==> config.mk <==
export PLATFORM = sky130hd
export DESIGN_NAME = hbm_seq_top
export DESIGN_NICKNAME = d
export VERILOG_FILES = /design/src/rtl/hbm_pkg.sv /design/src/rtl/hbm_cfg_latch.sv /design/src/rtl/hbm_phase_ctr.sv /design/src/rtl/hbm_pin_drv.sv /design/src/rtl/hbm_seq_top.sv
export SDC_FILE = /design/constraint.sdc
export NUM_CORES = 1
export LEC_CHECK = 0
export BUFFER_PORTS_ARGS = -buffer_cell sky130_fd_sc_hd__buf_4
export CAP_MARGIN = 5
export CORE_AREA = 3 3 80 82
export DETAILED_ROUTE_END_ITERATION = 10
export DIE_AREA = 0 0 83 85
export GPL_ROUTABILITY_DRIVEN = 1
export PLACE_DENSITY = 0.85
export SKIP_LAST_GASP = 1
export SLEW_MARGIN = 10
export SYNTH_ARGS = -nofsm -noshare
export SYNTH_HDL_FRONTEND = slang
export SYNTH_HIERARCHICAL = 1
export SYNTH_SLANG_ARGS = --single-unit
==> constraint.sdc <==
create_clock -name clk -period 1.7 [get_ports clk]
set_input_delay 0.51 -clock clk [delete_from_list [all_inputs] [get_ports clk]]
set_output_delay 0.51 -clock clk [all_outputs]
set_load 0.01 [all_outputs]
==> src/rtl/hbm_pkg.sv <==
package hbm_pkg;
  localparam int HBM_WS_W = 2;

  typedef enum logic [1:0] {
    PH_IDLE = 2'd0,
    PH_ADDR = 2'd1,
    PH_DATA = 2'd2
  } phase_e;

  typedef struct packed {
    logic                muxed;
    logic [HBM_WS_W-1:0] wr_ws;
    logic [HBM_WS_W-1:0] rd_ws;
    logic                wr_pol;
    logic                rd_pol;
    logic                ale_pol;
    logic                rdy_en;
    logic                rdy_inv;
  } bus_cfg_t;

  localparam bus_cfg_t CFG_RST = '{
    muxed:   1'b0,
    wr_ws:   '0,
    rd_ws:   '0,
    wr_pol:  1'b0,
    rd_pol:  1'b0,
    ale_pol: 1'b1,
    rdy_en:  1'b0,
    rdy_inv: 1'b0
  };
endpackage

==> src/rtl/hbm_cfg_latch.sv <==
module hbm_cfg_latch
  import hbm_pkg::*;
(
  input  logic     clk,
  input  logic     rst,
  input  logic     load_en,
  input  bus_cfg_t cfg_in,
  output bus_cfg_t cfg_q
);
  always_ff @(posedge clk) begin
    if (rst)          cfg_q <= CFG_RST;
    else if (load_en) cfg_q <= cfg_in;
  end
endmodule

==> src/rtl/hbm_phase_ctr.sv <==
module hbm_phase_ctr #(
  parameter int CNT_W = 3
) (
  input  logic             clk,
  input  logic             rst,
  input  logic             load,
  input  logic [CNT_W-1:0] load_val,
  input  logic             dec,
  output logic             zero
);
  logic [CNT_W-1:0] cnt_q;

  always_ff @(posedge clk) begin
    if (rst)       cnt_q <= '0;
    else if (load) cnt_q <= load_val;
    else if (dec)  cnt_q <= cnt_q - 1'b1;
  end

  assign zero = (cnt_q == '0);


  no_underflow_chk: assert property (@(posedge clk) disable iff (rst)
    (dec && !load) |-> (cnt_q != '0));
endmodule

==> src/rtl/hbm_pin_drv.sv <==
module hbm_pin_drv #(
  parameter int DATA_W = 8,
  parameter int NSTB   = 3
) (
  input  logic              clk,
  input  logic              rst,
  input  logic [NSTB-1:0]   act_nx,
  input  logic [NSTB-1:0]   pol,
  input  logic              oe_nx,
  input  logic [DATA_W-1:0] ad_nx,
  output logic [NSTB-1:0]   act_q,
  output logic [NSTB-1:0]   pin,
  output logic              oe_q,
  output logic [DATA_W-1:0] ad_q
);
  always_ff @(posedge clk) begin
    if (rst) begin
      act_q <= '0;
      oe_q  <= 1'b0;
      ad_q  <= '0;
    end else begin
      act_q <= act_nx;
      oe_q  <= oe_nx;
      ad_q  <= ad_nx;
    end
  end

  for (genvar g = 0; g < NSTB; g++) begin : g_pol
    assign pin[g] = act_q[g] ~^ pol[g];
  end
endmodule

==> src/rtl/hbm_seq_top.sv <==
module hbm_seq_top
  import hbm_pkg::*;
#(
  parameter int ADDR_W = 16,
  parameter int DATA_W = 8
) (
  input  logic                clk,
  input  logic                rst,
  input  logic [1:0]          cfg_submode,
  input  logic [HBM_WS_W-1:0] cfg_wr_ws,
  input  logic [HBM_WS_W-1:0] cfg_rd_ws,
  input  logic                cfg_wr_pol,
  input  logic                cfg_rd_pol,
  input  logic                cfg_ale_pol,
  input  logic                cfg_rdy_en,
  input  logic                cfg_rdy_inv,
  input  logic                req_valid,
  input  logic                req_write,
  input  logic [ADDR_W-1:0]   req_addr,
  input  logic [DATA_W-1:0]   req_wdata,
  output logic                busy,
  output logic                rsp_valid,
  output logic [DATA_W-1:0]   rsp_rdata,
  output logic [ADDR_W-1:0]   bus_addr,
  output logic [DATA_W-1:0]   bus_ad_o,
  input  logic [DATA_W-1:0]   bus_ad_i,
  output logic                bus_ad_oe,
  output logic                bus_ale,
  output logic                bus_rd,
  output logic                bus_wr,
  input  logic                bus_rdy
);
  localparam int CNT_W = HBM_WS_W + 1;
  localparam int NSTB  = 3;
  localparam int S_ALE = 2;
  localparam int S_RD  = 1;
  localparam int S_WR  = 0;

  phase_e            ph_q, ph_d;
  bus_cfg_t          cfg_in, cfg_q, cfg_sel;
  logic              wr_q, write_d, accept, finish, stall;
  logic [DATA_W-1:0] wdata_q, wdata_d;
  logic [ADDR_W-1:0] addr_d;
  logic              ctr_load, ctr_dec, ctr_zero;
  logic [CNT_W-1:0]  ctr_val;
  logic [HBM_WS_W-1:0] ws_sel;
  logic [NSTB-1:0]   act_nx, act_q, pol, pins;
  logic              oe_nx;
  logic [DATA_W-1:0] ad_nx;

  assign cfg_in = '{
    muxed:   (cfg_submode == 2'd0),
    wr_ws:   cfg_wr_ws,
    rd_ws:   cfg_rd_ws,
    wr_pol:  cfg_wr_pol,
    rd_pol:  cfg_rd_pol,
    ale_pol: cfg_ale_pol,
    rdy_en:  cfg_rdy_en,
    rdy_inv: cfg_rdy_inv
  };

  // Snapshot follows the inputs while idle, frozen during an access
  hbm_cfg_latch u_cfg (
    .clk     (clk),
    .rst     (rst),
    .load_en (ph_q == PH_IDLE),
    .cfg_in  (cfg_in),
    .cfg_q   (cfg_q)
  );

  // At acceptance the snapshot is not yet loaded: use the live inputs
  assign cfg_sel = (ph_q == PH_IDLE) ? cfg_in : cfg_q;
  assign write_d = accept ? req_write : wr_q;
  assign wdata_d = accept ? req_wdata : wdata_q;
  assign addr_d  = accept ? req_addr  : bus_addr;
  assign ws_sel  = write_d ? cfg_sel.wr_ws : cfg_sel.rd_ws;
  assign ctr_val = {ws_sel, 1'b1};
  assign stall   = cfg_q.rdy_en & ~(bus_rdy ^ cfg_q.rdy_inv);

  always_comb begin
    ph_d     = ph_q;
    accept   = 1'b0;
    finish   = 1'b0;
    ctr_load = 1'b0;
    ctr_dec  = 1'b0;
    case (ph_q)
      PH_IDLE: begin
        if (req_valid) begin
          accept   = 1'b1;
          ph_d     = cfg_in.muxed ? PH_ADDR : PH_DATA;
          ctr_load = ~cfg_in.muxed;
        end
      end
      PH_ADDR: begin
        ph_d     = PH_DATA;
        ctr_load = 1'b1;
      end
      PH_DATA: begin
        if (!stall) begin
          if (ctr_zero) begin
            finish = 1'b1;
            ph_d   = PH_IDLE;
          end else begin
            ctr_dec = 1'b1;
          end
        end
      end
      default: ph_d = PH_IDLE;
    endcase
  end

  hbm_phase_ctr #(.CNT_W(CNT_W)) u_ctr (
    .clk      (clk),
    .rst      (rst),
    .load     (ctr_load),
    .load_val (ctr_val),
    .dec      (ctr_dec),
    .zero     (ctr_zero)
  );

  always_ff @(posedge clk) begin
    if (rst) begin
      ph_q      <= PH_IDLE;
      wr_q      <= 1'b0;
      wdata_q   <= '0;
      bus_addr  <= '0;
      rsp_valid <= 1'b0;
      rsp_rdata <= '0;
    end else begin
      ph_q      <= ph_d;
      rsp_valid <= finish & ~wr_q;
      if (accept) begin
        wr_q     <= req_write;
        wdata_q  <= req_wdata;
        bus_addr <= req_addr;
      end
      if (finish && !wr_q) rsp_rdata <= bus_ad_i;
    end
  end

  assign busy = (ph_q != PH_IDLE);

  // Logical (active-true) strobe intents for the next cycle
  assign act_nx[S_ALE] = (ph_d == PH_ADDR);
  assign act_nx[S_RD]  = (ph_d == PH_DATA) & ~write_d;
  assign act_nx[S_WR]  = (ph_d == PH_DATA) &  write_d;
  assign oe_nx         = (ph_d == PH_ADDR) | ((ph_d == PH_DATA) & write_d);
  assign ad_nx         = (ph_d == PH_ADDR) ? addr_d[DATA_W-1:0] : wdata_d;

  assign pol[S_ALE] = cfg_q.ale_pol;
  assign pol[S_RD]  = cfg_q.rd_pol;
  assign pol[S_WR]  = cfg_q.wr_pol;

  hbm_pin_drv #(.DATA_W(DATA_W), .NSTB(NSTB)) u_pins (
    .clk    (clk),
    .rst    (rst),
    .act_nx (act_nx),
    .pol    (pol),
    .oe_nx  (oe_nx),
    .ad_nx  (ad_nx),
    .act_q  (act_q),
    .pin    (pins),
    .oe_q   (bus_ad_oe),
    .ad_q   (bus_ad_o)
  );

  assign bus_ale = pins[S_ALE];
  assign bus_rd  = pins[S_RD];
  assign bus_wr  = pins[S_WR];


  accept_busy_chk: assert property (@(posedge clk) disable iff (rst)
    (!busy && req_valid) |=> busy);

  ale_excl_chk: assert property (@(posedge clk) disable iff (rst)
    act_q[S_ALE] |-> !(act_q[S_RD] || act_q[S_WR]));

  rd_no_drive_chk: assert property (@(posedge clk) disable iff (rst)
    act_q[S_RD] |-> !bus_ad_oe);

  split_no_ale_chk: assert property (@(posedge clk) disable iff (rst)
    (!busy && req_valid && cfg_submode != 2'd0) |=> !act_q[S_ALE]);

  stall_hold_chk: assert property (@(posedge clk) disable iff (rst)
    (ph_q == PH_DATA && stall) |=> (busy && $stable(act_q)));

  rsp_pulse_chk: assert property (@(posedge clk) disable iff (rst)
    rsp_valid |=> !rsp_valid);

  rsp_at_release_chk: assert property (@(posedge clk) disable iff (rst)
    $fell(act_q[S_RD]) |-> (rsp_valid && !busy));
endmodule

Word level (Yosys, flattened, before mapping)
Index checks and enable logic that the tools add are counted.
Widths: inputs -> output; s select.
{ "totals": {"reg_bits": 60, "latch_bits": 0, "ramBits": 0, "rom_bits": 0, "in_bits": 48, "out_inout_bits": 38, "wordCells": 66, "n_memories": 0} }
{ "op_classes": {"n_addsub": 1, "multipliers": 0, "div_mod_pow": 0, "n_lt_le_gt_ge": 0, "n_eq_ne": 4, "n_shift": 0, "mux": 23, "n_bitwise": 13, "reduce_logical": 7} }
{ "op_table": {"columns": ["cell", "n"], "rows": [
  ["$mux 8", 3],
  ["$mux 1", 10],
  ["$mux 2", 5],
  ["$mux 9", 1],
  ["$mux 3", 2],
  ["$pmux 2 s3", 1],
  ["$and 1x1->1", 4],
  ["$eq 2x1->1 const B", 2],
  ["$eq 2x2->1 const B", 2],
  ["$logic_not 2->1", 2],
  ["$not 1->1", 4],
  ["$reduce_bool 2->1", 2],
  ["$logic_not 3->1", 1],
  ["$sub 3x1->3 const B", 1],
  ["$xnor 1x1->1", 3],
  ["$pmux 1 s2", 1],
  ["$logic_and 1x1->1", 1],
  ["$logic_not 1->1", 1],
  ["$or 1x1->1", 1],
  ["$xor 1x1->1", 1]
]} }

Longest topological paths before layout
{ "depth": {"ltp_word": 8, "depth_mapped": 7, "mapped_depth_nobuf": 7} }

Cells and area by module
The synthesis kept the hierarchy.
{ "modules_own_cells": {"columns": ["mod", "n_inst", "cells_each", "area_per_inst_um2", "seq_area_each_um2"], "rows": [
  ["hbm_seq_top", 1, 195, 1616.6, 720.7],
  ["hbm_pin_drv", 1, 28, 392.9, 240.2],
  ["hbm_cfg_latch", 1, 32, 355.3, 200.2],
  ["hbm_phase_ctr", 1, 21, 183.9, 60.1]
]} }

Worst setup path after synthesis
No wires, ideal clock.
{ "synth_timing": {"path_type": "reg2reg", "from": "register u_ctr.cnt_q[0]", "to": "register u_ctr.cnt_q[1]", "setup_ns": 0.092, "t_arrival_ns": 1.658, "required_ns": 1.608, "slack_ns": -0.050, "path_stages_with_launch": 8, "path_buffers": 0, "period_less_slack_ns": 1.750, "cell_sequence": "dfxtp_1 -> inv_1 -> ha_1 -> ha_1 -> or3b_1 -> a21oi_1 -> nor2_1 -> o32ai_1"} }
{ "synth_between": {"elab_chain_len": 5, "word_cells_on_any_way": 8, "cone_classes": "add/sub (1); mux (5); reduce/logical (2)"} }
{ "synth_lines": {"columns": ["item", "line", "text"], "rows": [
  ["start, declared", "hbm_phase_ctr.sv:11", "logic [CNT_W-1:0] cnt_q;"],
  ["start signal, assigned", "hbm_phase_ctr.sv:15", "else if (load) cnt_q <= load_val;"],
  ["start signal, assigned", "hbm_phase_ctr.sv:16", "else if (dec) cnt_q <= cnt_q - 1'b1;"],
  ["$logic_not 3->1", "hbm_phase_ctr.sv:19", "assign zero = (cnt_q == '0);"],
  ["named net ctr_zero", "hbm_seq_top.sv:44", "logic ctr_load, ctr_dec, ctr_zero;"],
  ["$mux 1", "hbm_seq_top.sv:100", "if (ctr_zero) begin"],
  ["$mux 1", "hbm_seq_top.sv:99", "if (!stall) begin"],
  ["$mux 1", "hbm_seq_top.sv:86", "case (ph_q)"],
  ["named net ctr_dec", "hbm_seq_top.sv:44", null],
  ["$reduce_bool 2->1 (no source line)", null, null]
]} }
The timed path passes the listed nets, and every way through them passes these cells. The select of a mux whose other input is x is not followed.
A chain may end at the register's enable or synchronous reset.

Worst setup path after layout
{ "layout_timing": {"from": "register u_ctr.cnt_q[1]", "to": "register u_ctr.cnt_q[1]"} }
The elaborated chain is that of the path after synthesis.

==> results.md <==
- Status: finished with violations
- Failing checks: setup timing
- Commonest non-fill, non-tap cell in the layout: buf_4
- Period utilisation layout: 1.01
- FF-to-FF End: u_ctr/cnt_q[1]
- Clk_lat worst skew: 0.33 ns
- DR vias/cell: 4.88
- Max Clock Freq: between 500 and 600 MHz
- FF-to-FF Start: u_ctr/cnt_q[1]
- TritonCTS clock tree: done
- Startpoint types: register
- CP endpoint: u_ctr/cnt_q[1]
- Pwr/cell area: 1050 mW/mm2
- Core footprint: 0.00582 mm2
- Clock Tree Root: clkbuf_8
- Largest net degree at the start of global routing: 53
- Hold Path Class: in -> reg
- Io pins: 86
- Syn avg cell area: 9.21 um2
- Tmin final: around 1.7 ns
- Clk network pwr share: 0.381
- Req. time, crit path: 1.92 ns
- Seq pwr share: 0.422
- Combinational group share of total power: 0.198
- Actual slew at the worst max-slew pin: between 0.6 and 0.7 ns
- Critical path depth in cells: 7
- Via count of the routed design: 2190
- Post-synthesis cell count: around 270
- Worst Slack Setup Final: -0.0177 ns
- Most frequent cells in the layout: 97 x buf_4, 58 x dfxtp_1, 51 x nand2_1
- First-pass GRT wire length: 9550 um
- Leakage: 0.00157 uW
- Nets@finish: 419
- Final Wtd Congestion: 0.816
- Layout cell share with drive strength beyond 1: 0.380
- Die X-Extent: between 80 and 90 um
- Clock sinks: 60
- Critical path origin: u_ctr/cnt_q[1]
- Placed wire-length estimate: 4130 um
- # rows: 28
- Die Height: about 85 um
- CP max-delay cell: or3b_4
- PortBufs: 85
- Sum of buffers and inverters on the critical path: 1
- WL final: 5720 um
- DRC: 0
- Fillers: ~520
- Setup Crit Path Kind: reg -> reg
- Setup tns final: -0.0306 ns
- Synthesis Warnings: 6
- Total GRT Usage: 0.166
- Total congestion overflow: 0
- Total power: 3750 uW
- CP Capture Type: register
- Reg2reg setup slack: -0.02 ns
- Initial antenna violation count: 0
- Antenna viol nets, final: 0
- Net Count, Synth: 323
- Worst EP arrival: 1.94 ns
- Endpoints failing setup: 2
- Count of final hold-check violations: 0
- Final Max Slew Viols: 0
- Hold-fix buffers, CTS: 0
- H-tree Lvls: 3
- Switch share: 0.255
- Wire per inst: between 10 and 15 um
- Num CTS Buffers: 9
- Layout area overhead: 42.0%
- CP Cell Sequence: inv_2 -> ha_4 -> ha_4 -> or3b_4 -> a21oi_4 -> nor2_1 -> o32ai_1
- Slew headroom: 0.571
- Worst VDD drop: 0.000645 V
- Psw: 954 uW
- Ant diodes: 0
- Critical path fanouts, max: 5
- CTS clk-pin slew, worst paths: 0.07 ns
- P_int: around 2800 uW
- Final Core Density: 0.614
- MaxCap Viol Count: 0
- RSZ-0062 raised after global routing: yes
- Starting Density: 0.432
- Cell mode on critical path: ha_4
- Via count of the first global-routing pass: 2115
- Longest Clk Path Bufs: 2
- Synthesized cell area: 0.00251 mm2
- Max Clock Skew: 0.00747 ns
- Dpl ws: -0.116 ns
- 1st-pass router iterations: 4
- Top cell family by delay on the critical path: simple AND/OR/NAND/NOR gates
- Die Area: 0.00706 mm2
- First DRT Iteration DRCs: 77
- Worst path max stage delay: 0.41 ns
- Reg2Reg Depth: 7
==> worst min path at each step <==
stage | start | end | slack (ns) | cells after the start
after floorplan | wdata_q[0] | wdata_q[0] | 0.44 | 2
final | cfg_ale_pol | u_cfg/cfg_q[2] | 0.40 | 2
after global routing | cfg_ale_pol | u_cfg/cfg_q[2] | 0.38 | 2
after CTS | cfg_ale_pol | u_cfg/cfg_q[2] | 0.38 | 2
after detailed placement | bus_addr[15] | bus_addr[15] | 0.45 | 2
after global placement | bus_addr[14] | bus_addr[14] | 0.44 | 2
==> power by group through the flow <==
stage	logic (uW)	clock network [uW]	registers, uW
detailed placement	679	0	1610
floorplan	368	0	1620
finish	740	1430	1580
global placement	663	0	1600
global route	815	1520	1590
CTS	700	1470	1580
==> registers in the layout (all words and copies together) (netlist names), 2 cells and up <==
name and count:
bus_addr 16, u_cfg/cfg_q 9, rsp_rdata 8, u_pins/act_q 3
u_pins/ad_q 8, ph_q 2, wdata_q 8, u_ctr/cnt_q 3
==> per-stage QoR <==
| stage | std cells | hold slack, ns | area, um2 |
|---|---|---|---|
| after floorplan | 273 | 0.440 | 2520 |
| after global placement | 429 | 0.443 | 3250 |
| after detailed placement | 429 | 0.449 | 3250 |
| after CTS | 446 | 0.376 | 3510 |
| after global routing | 449 | 0.385 | 3570 |
| final | 449 | 0.395 | 3570 |
==> final cells by class <==
| class | count | area, um2 | share of cell area |
|---|---|---|---|
| repair buffers | 99 | 768 | 0.215 |
| multi-input cells | 192 | 1250 | 0.351 |
| clock inverters | 5 | 85.1 | 0.0238 |
| inverters | 7 | 26.3 | 0.00736 |
| clock buffers | 11 | 141 | 0.0396 |
| well taps | 75 | 93.8 | 0.0263 |
| flip-flops and latches | 60 | 1200 | 0.337 |
==> routing by layer <==
metal / track usage / up-vias / part of all wire
met5: 0 / - / 0
met4: 0.0713 / 0 / 0.014
met3: 0.0466 / 8 / 0.063
met2: 0.286 / 67 / 0.50
met1: 0.193 / 1014 / 0.43
li1: - / 1101 / -
==> repair_timing <==
action	CTS	global route
pin swaps	4	11
setup endpoints to repair	6	14
setup buffers	1	3
resized for setup	7	7
Note: power is estimated with default switching activity, not from simulation.
